--- src/rtl/rx_line_status.sv ---
module rx_line_status #(
  parameter int DEPTH = 16,
  parameter int DW    = 8
) (
  input  logic          clk,
  input  logic          rst_n,
  input  logic          fifo_en,
  input  logic          rx_valid,
  input  logic [DW-1:0] rx_data,
  input  logic          rx_perr,
  input  logic          rx_ferr,
  input  logic          rx_brk,
  input  logic          rd_data,
  input  logic          rd_status,
  input  logic          tx_hold_empty,
  input  logic          tx_shift_empty,
  output logic [DW-1:0] data_out,
  output logic [7:0]    status,
  output logic          lsr_irq
);
  localparam int AW = $clog2(DEPTH);
  localparam int EW = DW + 3;
  localparam int CW = AW + 1;

  logic [EW-1:0] mem [DEPTH];
  logic [AW-1:0] wp, rp;
  logic [CW-1:0] cnt, errcnt, errcnt_nx;
  logic          mode_q, oe_q, ack_q, sum_q;

  wire           flush    = fifo_en != mode_q;
  wire           empty    = cnt == '0;
  wire           full     = fifo_en ? (cnt == CW'(DEPTH)) : !empty;
  wire           pop      = rd_data && !empty && !flush;
  wire           push     = rx_valid && !flush && (!full || pop);
  wire           ovr      = rx_valid && !flush && full && !pop;
  wire           ovw      = ovr && !fifo_en;
  wire           in_err   = rx_perr | rx_ferr | rx_brk;
  wire [EW-1:0]  in_word  = {rx_brk, rx_ferr, rx_perr, rx_data};
  wire [EW-1:0]  head     = mem[rp];
  wire [2:0]     head_fl  = head[EW-1:DW];
  wire           head_err = |head_fl;
  wire           head_chg = pop | (push && empty) | ovw | flush;

  always_comb begin
    if (flush)
      errcnt_nx = '0;
    else
      errcnt_nx = errcnt
                + CW'(push && in_err) + CW'(ovw && in_err)
                - CW'(pop && head_err) - CW'(ovw && head_err);
  end

  always_ff @(posedge clk) begin
    if (push)
      mem[wp] <= in_word;
    if (ovw)
      mem[rp] <= in_word;
  end

  always_ff @(posedge clk) begin
    if (!rst_n) begin
      wp     <= '0;
      rp     <= '0;
      cnt    <= '0;
      errcnt <= '0;
      mode_q <= 1'b0;
      oe_q   <= 1'b0;
      ack_q  <= 1'b0;
      sum_q  <= 1'b0;
    end else begin
      mode_q <= fifo_en;
      errcnt <= errcnt_nx;
      if (flush) begin
        wp  <= '0;
        rp  <= '0;
        cnt <= '0;
      end else begin
        if (push) wp <= wp + 1'b1;
        if (pop)  rp <= rp + 1'b1;
        cnt <= cnt + CW'(push) - CW'(pop);
      end
      oe_q  <= ovr | (oe_q & ~rd_status);
      ack_q <= head_chg ? 1'b0 : (ack_q | rd_status);
      sum_q <= fifo_en && !flush && ((errcnt_nx != '0) || (sum_q && !rd_status));
    end
  end

  assign data_out = empty ? '0 : head[DW-1:0];
  assign status   = {sum_q,
                     tx_hold_empty & tx_shift_empty,
                     tx_hold_empty,
                     head_fl & {3{!empty && !ack_q}},
                     oe_q,
                     !empty};
  assign lsr_irq  = |status[4:1];
endmodule


--- config.mk ---
export PLATFORM = sky130hd
export DESIGN_NAME = rx_line_status
export DESIGN_NICKNAME = d
export VERILOG_FILES = /design/src/rtl/rx_line_status.sv
export SDC_FILE = /design/constraint.sdc
export NUM_CORES = 1
export LEC_CHECK = 0
export ABC_AREA = 1
export BUFFER_PORTS_ARGS = -buffer_cell sky130_fd_sc_hd__buf_2
export CAP_MARGIN = 20
export CORE_ASPECT_RATIO = 1.4
export CORE_UTILIZATION = 40
export CTS_BUF_LIST = sky130_fd_sc_hd__clkbuf_4
export DETAILED_ROUTE_END_ITERATION = 7
export GPL_ROUTABILITY_DRIVEN = 0
export PLACE_DENSITY = 0.57
export SETUP_SLACK_MARGIN = 0.15
export SYNTH_ARGS = -nofsm -noshare
export SYNTH_HDL_FRONTEND = slang
export SYNTH_SLANG_ARGS = --single-unit
--- constraint.sdc ---
create_clock -name clk -period 4.1 [get_ports clk]
set_input_delay 0.82 -clock clk [delete_from_list [all_inputs] [get_ports clk]]
set_output_delay 0.82 -clock clk [all_outputs]
set_load 0.01 [all_outputs]
==> results.toml, run 1 <==
[power_and_ir_drop]
power_uw = 4232
vdd_drop_max_mv = 0.1847
power_density_nw_per_um2 = 427.6
leakagePower_uw = 0.003822

[placed_design]
dpl.hpwl_mm = 12.65
dp_slack_ns = 0.1165
dp_cells = 1084
portBuffers = 35

[clock_network]
clkTransAtPathRegs_ns = 0.07
post_cts_resized = 0
cts_tree = "built"
cts_made_buffers = 50
cts_sinks = 202
clockBufferDepth = 3
cts_root_buf = "clkbuf_4"
clk_latency_ns = 0.66
post-cts-setup-buffer-count = 0
cts.htree.levels = 2
cts-hold-fix-buffers = 0

[synthesis]
synth_compound_area_share_pct = 8.524
yosys_warnings = 0
syn_inst = 792
synth_top_area_cell = "edfxtp_1"
synth_top_family_by_area = "simple AND/OR/NAND/NOR gates"
avgSynthCellArea_um2 = 10.99
synthDominantCellAreaShare_pct = 60.72
synth_fa_ha_area_share_pct = 2.645
ys_top_cells_by_area = "edfxtp_1 (61%), nand2_1 (6.7%), dfxtp_1 (6.0%)"
synth_mux_area_share_pct = 0
synthXorXnorAreaFrac_pct = 0.5031
syn_nets = 827
syn-cell-area_um2 = 8705
ys_types = 35
yosysSeqAreaShare_pct = 66.70
synth_simple_gate_area_share_pct = 16.23
synth-seq-cells = 202

[min_path]
hold_start = "rst_n"
hold_path_depth = 3
worstHoldEndpoint = "mode_q"
hold_path.class = "in -> reg"

[die]
die_area_um2 = 22360
num_rows = 63
die_h_um = 176.5
die_w_um = 126.7
start_util_pct = 40.90
core-area_um2 = 21280
ios = 36

[sta]
fin_crit_ns = 3.661
tightest_slew_ns = 0.8078
slew-limit-headroom_pct = 45.94
fin_ws_ns = 0.4390
max_freq_mhz = 273.2
post-route-period-util_pct = 89.29
rsz0062_at_grt = "true"
tns_ns = 0
setup_viol = 0
drv_slew = 0
finClkSkew_ns = 0.03413
hold_viol = 0

[routing]
drtIter0Drc = 315
via_per_inst = 5.031
wire_per_inst_um = 17.33
firstDrtPassIters = 4
vias = 5886
wl_met3_um = 812
detail-route-antenna-nets = 0
met1_length_mm = 8.228
maxUsedRoutingLayer = "met4"
routed-wl-met2_mm = 10.70
drt_wl_total_mm = 20.28
drc = 0

[global_route]
grt_pass1_wl_mm = 32.40
grt_antenna_before_repair = 1
grt_pass1_vias = 6002
grt_max_degree = 55
grt_usage_pct = 19.14
gr-total-overflow = 0

[run_status]
run_status = "completed"

[flow_run]
timing.max_cap.violations = 0

[worst_setup_path]
worstSetupEndpointType = "register"
crit_fanout = 35
timing_worst_setup_path_type = "reg -> reg"
critPathRequiredTime_ns = 4.62
worst-r2r-setup-slack_ns = 0.44
crit_arrival_ns = 4.18
startpoint_type = "register"
r2r-end = "sum_q"
worst-r2r-cell-count = 18

[layout]
fillCellCount = 2015
fin_nets = 911
area_growth_pct = 13.70
layout-drive-gt1-share_pct = 17.82
final_cells = 1170
multiInputGateArea_um2 = 2429
regArea_um2 = 5807
layout by cell type (no fill, tap or decap), types with 3 or more instances in the layout:
| master | instances |
|---|---|
| edfxtp_1 | 176 |
| nand2_1 | 155 |
| nor2_1 | 92 |
| inv_1 | 69 |
| clkbuf_4 | 69 |
| nand3_1 | 61 |
| o21ai_0 | 51 |
| a21oi_1 | 44 |
| buf_2 | 35 |
| buf_4 | 34 |
| dfxtp_1 | 25 |
| clkinv_1 | 16 |
| ha_1 | 12 |
| o211ai_1 | 9 |
| o31ai_1 | 9 |
| o221ai_1 | 8 |
| nand4_1 | 5 |
| o21ai_1 | 4 |
| nand3_2 | 4 |
| fa_1 | 4 |
| inv_2 | 3 |
| nand2_2 | 3 |
| xor2_1 | 3 |
layout make-up:
type	count	area share, %
antenna	1	0.02528
inverter	75	2.870
clock buffer	69	5.234
sequential	202	58.67
tap	260	3.287
timing repair buffer	70	4.463
multi-input combinational	477	24.54
clock inverter	16	0.9102
sequential cells by signal (all words and copies together), names as in the netlist, 4 cells and up, named ones only:
name / cells
cnt: 5
errcnt: 5
mem: 176
rp: 4
wp: 4
worst max-delay path by stage:
stage | cells past startpoint | slack [ns] | from | end
6_report | 18 | 0.44 | register | sum_q
5_1_grt | 17 | 0.10 | register | sum_q
4_1_cts | 9 | 0.27 | register | data_out[7]
3_5_place_dp | 17 | 0.12 | fifo_en | sum_q
3_3_place_gp | 17 | 0.16 | fifo_en | sum_q
2_1_floorplan | 17 | 0.26 | fifo_en | sum_q
through the flow:
step	hold slack, ns	utilization, %	cell area [µm²]
6_report	0.4050	46.50	9897
2_1_floorplan	0.4389	-	8705
3_3_place_gp	0.4552	43.60	9280
5_1_grt	0.3715	46.50	9897
3_5_place_dp	0.4481	43.60	9280
4_1_cts	0.3561	46.46	9888
synthesized netlist by cell type:
library cell / n
a21oi_1: 44
o21ai_0: 51
nor2_8: 1
inv_2: 4
buf_4: 5
o211ai_1: 9
fa_1: 4
nand2_4: 1
a21oi_4: 1
a211oi_1: 1
nor2_2: 1
nor2_1: 92
xor2_1: 3
clkinv_1: 2
nand3_2: 4
edfxtp_1: 176
xnor2_1: 2
nand2_2: 3
nand2_1: 155
o21ai_1: 4
ha_1: 12
clkbuf_1: 15
nand4_1: 5
o221ai_1: 8
nand3_4: 2
or3_1: 1
dfxtp_1: 26
buf_2: 16
inv_1: 69
nor2_4: 1
buf_1: 1
o31ai_1: 9
o21ai_2: 2
nand3_1: 61
buf_6: 1
worst max-delay path, cell delays in order (launching register included):
cell	delay, ns
dfxtp_2	0.35
buf_4	0.38
nor2_1	0.09
nor2_1	0.09
o21ai_0	0.08
nand3_1	0.09
nand3_1	0.17
nand2_1	0.13
nor2_1	0.06
a21oi_1	0.18
fa_1	0.46
fa_1	0.39
inv_1	0.07
ha_1	0.17
fa_1	0.41
inv_1	0.09
nand4_1	0.09
o21ai_0	0.17
a21oi_1	0.08
cell families (layout without fill, tap and decap cells):
group	count (synthesis)	count (layout)
AOI/OAI and AO/OA	129	129
xor gates and xnor gates	5	5
adders and majority gates	16	16
buffers and inverters	113	230
DFF	202	202
other	0	1
and+or+nand+nor	327	327
metal layers:
metal  vias to the layer above  track usage, %
met5                         -               0
met4                         0           8.085
met3                        43           3.545
met2                       121           34.88
met1                      2800           21.91
li1                       2922               -
report_power, final:
group | total (µW) | switching (µW) | internal, µW
sequential | 2270 | 10.6 | 2260
combinational | 352 | 239 | 113
clock | 1610 | 774 | 835
No activity file was read; power rests on OpenSTA's default activity.
==> inputs of run 2 (changes only) <==
--- a/config.mk
+++ b/config.mk
@@ -13,6 +13,7 @@
 export CTS_BUF_LIST = sky130_fd_sc_hd__clkbuf_4
 export DETAILED_ROUTE_END_ITERATION = 7
 export GPL_ROUTABILITY_DRIVEN = 0
+export GPL_TIMING_DRIVEN = 0
 export PLACE_DENSITY = 0.57
 export SETUP_SLACK_MARGIN = 0.15
 export SYNTH_ARGS = -nofsm -noshare
==> results.toml, run 2 (synthesis results as in run 1) <==
[clock_network]
clk_latency_ns = 0.66
post-cts-setup-buffer-count = 0
cts_tree = "built"
cts.htree.levels = 2
cts_made_buffers = 49
cts_root_buf = "clkbuf_4"
cts-hold-fix-buffers = 0
clkTransAtPathRegs_ns = 0.06
clockBufferDepth = 3
cts_sinks = 202

[global_route]
grt_usage_pct = 20.74
grt_antenna_before_repair = 1
gr-total-overflow = 0
grt_max_degree = 18
grt_pass1_wl_mm = 33.82
grt_pass1_vias = 6003

[worst_setup_path]
cp_num_buf_inv = 6
crit_fanout = 10
crit_family = "adder cells"
critPathRequiredTime_ns = 4.60
worstSetupEndpointType = "register"
crit_arrival_ns = 4.23
slowest_stage = "fa_1"
timing_worst_setup_path_type = "reg -> reg"
crit_chain = "clkbuf_4, inv_2, clkbuf_4, nand2_1, nand3_1, nand3_1, nand3_1, nand2_1, inv_1, a21oi_1, fa_1, fa_1, inv_1, ha_1, fa_1, inv_1, nand4_1, o21ai_0, a21oi_1"
startpoint_type = "register"
critPathMaxStageDelay_ns = 0.52

[die]
num_rows = 63
die_area_um2 = 22360
ios = 36
core-area_um2 = 21280
start_util_pct = 40.90
die_w_um = 126.7
die_h_um = 176.5

[layout]
top_register = "mem"
stdcell_area_um2 = 10010
layout_common_cells = "edfxtp_1 (176), nand2_1 (155), nor2_1 (90), clkbuf_4 (78), inv_1 (69)"
layout-drive-gt1-share_pct = 18.56
fin_nets = 927
top_regs = "mem x176, cnt x5, errcnt x5"
layout_commonest_cell = "edfxtp_1"
largest_register_ffs = 176
final_cells = 1193
area_growth_pct = 14.98
fillCellCount = 2010

[sta]
tightest_slew_ns = 1.037
post-route-period-util_pct = 90.95
drv_slew = 0
fin_crit_ns = 3.729
tns_ns = 0
slew-limit-headroom_pct = 30.77
fin_ws_ns = 0.3712
hold_viol = 0
finClkSkew_ns = 0.04223
max_freq_mhz = 268.2
setup_viol = 0
rsz0062_at_grt = "false"

[placed_design]
dpl-instance-area_um2 = 9341
dpl.hpwl_mm = 15.63
dp_slack_ns = -0.1914
dp_cells = 1100
portBuffers = 35

[power_and_ir_drop]
leakagePower_uw = 0.003872
power_uw = 4264
power_density_nw_per_um2 = 426.1
vdd_drop_max_mv = 0.2137

[flow_run]
timing.max_cap.violations = 0

[routing]
via_per_inst = 5.172
drtIter0Drc = 428
detail-route-antenna-nets = 0
vias = 6170
drc = 0
wire_per_inst_um = 18.93
firstDrtPassIters = 7
drt_wl_total_mm = 22.59

[min_path]
hold_path.class = "in -> reg"

[run_status]
run_status = "completed"
## run 2: cell types whose count changed in the layout (fill, tap and decap cells not counted), moves of 2 or more
cell      before  now
buf_4         34   10
clkbuf_1       0   12
buf_2         35   46
buf_6          1   12
clkbuf_4      69   78
clkbuf_2       0    3
nor2_1        92   90
nor2_2         1    3
## run 2: through the flow
stage               util (%)  hold slack, ns
global route           47.03          0.3823
CTS                    46.85          0.3668
global placement       43.25          0.4541
detailed placement     43.89          0.4609
floorplan                  -          0.4389
finish                 47.03          0.4131
## run 2: final timing paths
check / cells past startpoint / to / slack (ns) / from
hold / removal: 3 / mode_q / 0.41 / rst_n
setup reg to reg: 19 / sum_q / 0.37 / register
hold reg to reg: 2 / sum_q / 0.47 / sum_q
setup / recovery: 19 / sum_q / 0.37 / register
## run 2: routing by layer
layer  global-route usage, %  share of wire (%)
met1                   23.30                 39
met2                   37.29                 52
met3                   4.000                5.3
met4                   10.66                4.3
met5                       0                  0
## run 2: layout make-up
type | count | area, µm² | area share (%)
Clock buffer | 75 | 563.0 | 5.626
Inverter | 75 | 284.0 | 2.838
Tap cell | 260 | 325.3 | 3.250
Multi-Input combinational cell | 477 | 2434 | 24.32
Clock inverter | 16 | 67.56 | 0.6751
Sequential cell | 202 | 5806 | 58.01
Antenna cell | 1 | 2.502 | 0.02500
Timing Repair Buffer | 49 | 314.1 | 3.138
Buffer | 38 | 212.7 | 2.125
## run 2: timing repair
action                                  CTS  global route
endpoints found under the setup margin    0             1
hold endpoints to repair                  0             0
resized for setup                         0            17
## run 2: tightest hold or removal path, stage by stage
cell     delay [ns]
buf_2          0.09
nand2_1        0.05
inv_1          0.04
## run 2: power breakdown
part,switching [µW],total (µW),internal [µW]
registers,10.1,2270,2260
clock network,794,1630,837
logic,251,364,113
==> inputs of run 3 (changes only) <==
--- a/config.mk
+++ b/config.mk
@@ -6,15 +6,15 @@
 export NUM_CORES = 1
 export LEC_CHECK = 0
 export ABC_AREA = 1
+export ABC_CLOCK_PERIOD_IN_PS = 4100
 export BUFFER_PORTS_ARGS = -buffer_cell sky130_fd_sc_hd__buf_2
 export CAP_MARGIN = 20
 export CORE_ASPECT_RATIO = 1.4
-export CORE_UTILIZATION = 40
+export CORE_UTILIZATION = 60
 export CTS_BUF_LIST = sky130_fd_sc_hd__clkbuf_4
 export DETAILED_ROUTE_END_ITERATION = 7
-export GPL_ROUTABILITY_DRIVEN = 0
 export GPL_TIMING_DRIVEN = 0
-export PLACE_DENSITY = 0.57
+export PLACE_DENSITY = 0.79
 export SETUP_SLACK_MARGIN = 0.15
 export SYNTH_ARGS = -nofsm -noshare
 export SYNTH_HDL_FRONTEND = slang
==> results.toml, run 3 (synthesis results as in run 1) <==
[layout]
layout_commonest_cell = "edfxtp_1"
largest_register_ffs = 176
layout-drive-gt1-share_pct = 17.71
layout_common_cells = "edfxtp_1 (176), nand2_1 (155), nor2_1 (92), inv_1 (69), clkbuf_4 (67)"
top_register = "mem"
final_cells = 1112
fillCellCount = 1016
top_regs = "mem x176, cnt x5, errcnt x5"
fin_nets = 927
area_growth_pct = 13.38

[sta]
drv_slew = 0
finClkSkew_ns = 0.06205
rsz0062_at_grt = "false"
tns_ns = 0
setup_viol = 0
slew-limit-headroom_pct = 48.36
hold_viol = 0
post-route-period-util_pct = 91.82
fin_crit_ns = 3.765
tightest_slew_ns = 0.7718
max_freq_mhz = 265.6

[global_route]
grt_usage_pct = 30.18
grt_pass1_wl_mm = 33.67
grt_antenna_before_repair = 1
met3_usage_pct = 5.633
grtUsageMet1_pct = 31.54
gr-total-overflow = 0
grt_pass1_vias = 6578
grt_busiest_layer = "met2"
grt_max_degree = 18
global_route.usage.met2_pct = 55.85

[clock_network]
post-cts-setup-buffer-count = 0
clk_latency_ns = 0.63
cts_made_buffers = 47
cts_tree = "built"
clockBufferDepth = 3
cts.htree.levels = 2
cts_root_buf = "clkbuf_4"
clkTransAtPathRegs_ns = 0.07
cts_sinks = 202

[routing]
drt_wl_total_mm = 22.44
vias = 6558
firstDrtPassIters = 6
drc = 0
detail-route-antenna-nets = 0
via_per_inst = 5.897
drtIter0Drc = 739
wire_per_inst_um = 20.18

[worst_setup_path]
crit_fanout = 10
crit_chain = "clkbuf_1, clkbuf_1, o221ai_1, nand3_1, a21oi_1, buf_2"
startpoint_type = "register"
crit_top_cell = "clkbuf_1"
crit_arrival_ns = 2.94
slowest_stage = "clkbuf_1"
worstSetupEndpointType = "output pin"
critPathRequiredTime_ns = 3.28
timing_worst_setup_path_type = "reg -> out"
critPathMaxStageDelay_ns = 0.62

[power_and_ir_drop]
leakagePower_uw = 0.003844
vdd_drop_max_mv = 0.2389
power_density_nw_per_um2 = 420.5

[die]
die_area_um2 = 15000
die_w_um = 103.8
start_util_pct = 62.01
die_h_um = 144.5
ios = 36
core-area_um2 = 14040
num_rows = 51

[flow_run]
timing.max_cap.violations = 0

[placed_design]
dp_cells = 1016
portBuffers = 35
dpl.hpwl_mm = 14.85
gp_congestion = 0.9335

[min_path]
hold_path.class = "in -> reg"

[run_status]
run_status = "completed"
run 3: cell types whose count changed in the layout (fill, tap and decap cells not counted), moves of 2 or more:
cell	before	now
clkbuf_2	3	1
nor2_2	3	1
buf_6	12	8
nor2_1	90	92
clkbuf_1	12	14
buf_8	0	2
clkbuf_4	78	67
clkbuf_8	0	2
buf_4	10	12
run 3: path summary, 6_finish.rpt:
check | cells after the start | to | slack [ns] | startpoint
worst max-delay path | 6 | data_out[2] | 0.34 | register
worst min-delay path | 3 | mode_q | 0.41 | fifo_en
worst max register to register | 16 | sum_q | 0.38 | register
worst min register to register | 2 | wp[3] | 0.48 | wp[3]
run 3: power by group:
part	switching (µW)	internal [µW]	total (µW)
combinational	254	115	370
clock	774	736	1510
sequential	11.1	2260	2270
total	1040	3110	4150
run 3: what timing repair did:
action	in CTS	in global routing
endpoints found under the setup margin	0	1
resized for setup	0	14
hold buffers	0	0
run 3: through the flow:
step / hold slack [ns] / cell area (µm²) / utilization [%] / total power (µW) / setup slack, ns
final: 0.4106 / 9869 / 70.30 / 4151 / 0.3354
after global routing: 0.4251 / 9869 / 70.30 / 4288 / 0.1445
after CTS: 0.4070 / 9717 / 69.22 / 4135 / 0.1974
after detailed placement: 0.4722 / 9156 / 65.22 / 2669 / -0.2807
after global placement: 0.4511 / 9111 / 64.90 / 2650 / -0.2035
after floorplan: 0.4389 / 8705 / - / 2534 / 0.2592
run 3: layout make-up:
| cell class | instances | area [µm²] | share of cell area (%) |
|---|---|---|---|
| buffer | 38 | 203.9 | 2.066 |
| clock buffer | 65 | 488.0 | 4.944 |
| multi-input combinational | 477 | 2436 | 24.68 |
| sequential | 202 | 5806 | 58.82 |
| inverter | 75 | 284.0 | 2.878 |
| clock inverter | 18 | 72.57 | 0.7353 |
| tap | 185 | 231.5 | 2.345 |
| antenna | 1 | 2.502 | 0.02535 |
| timing repair buffer | 51 | 345.3 | 3.499 |
run 3: per-layer routing:
layer | wire [µm] | vias to the layer above | part of all wire, %
met5 | 0 | - | 0
met2 | 11550 | 388 | 51
met3 | 1729 | 102 | 7.7
li1 | - | 2950 | -
met1 | 7827 | 3118 | 35
met4 | 1338 | 0 | 6.0
run 3: worst max-delay path, delay by kind of cell (launching register included):
family / cells / cell delay, ns
AO/OA/AOI/OAI: 2 / 0.48
buffers and inverters: 3 / 1.29
flip-flops: 1 / 0.36
AND/OR/NAND/NOR: 1 / 0.19
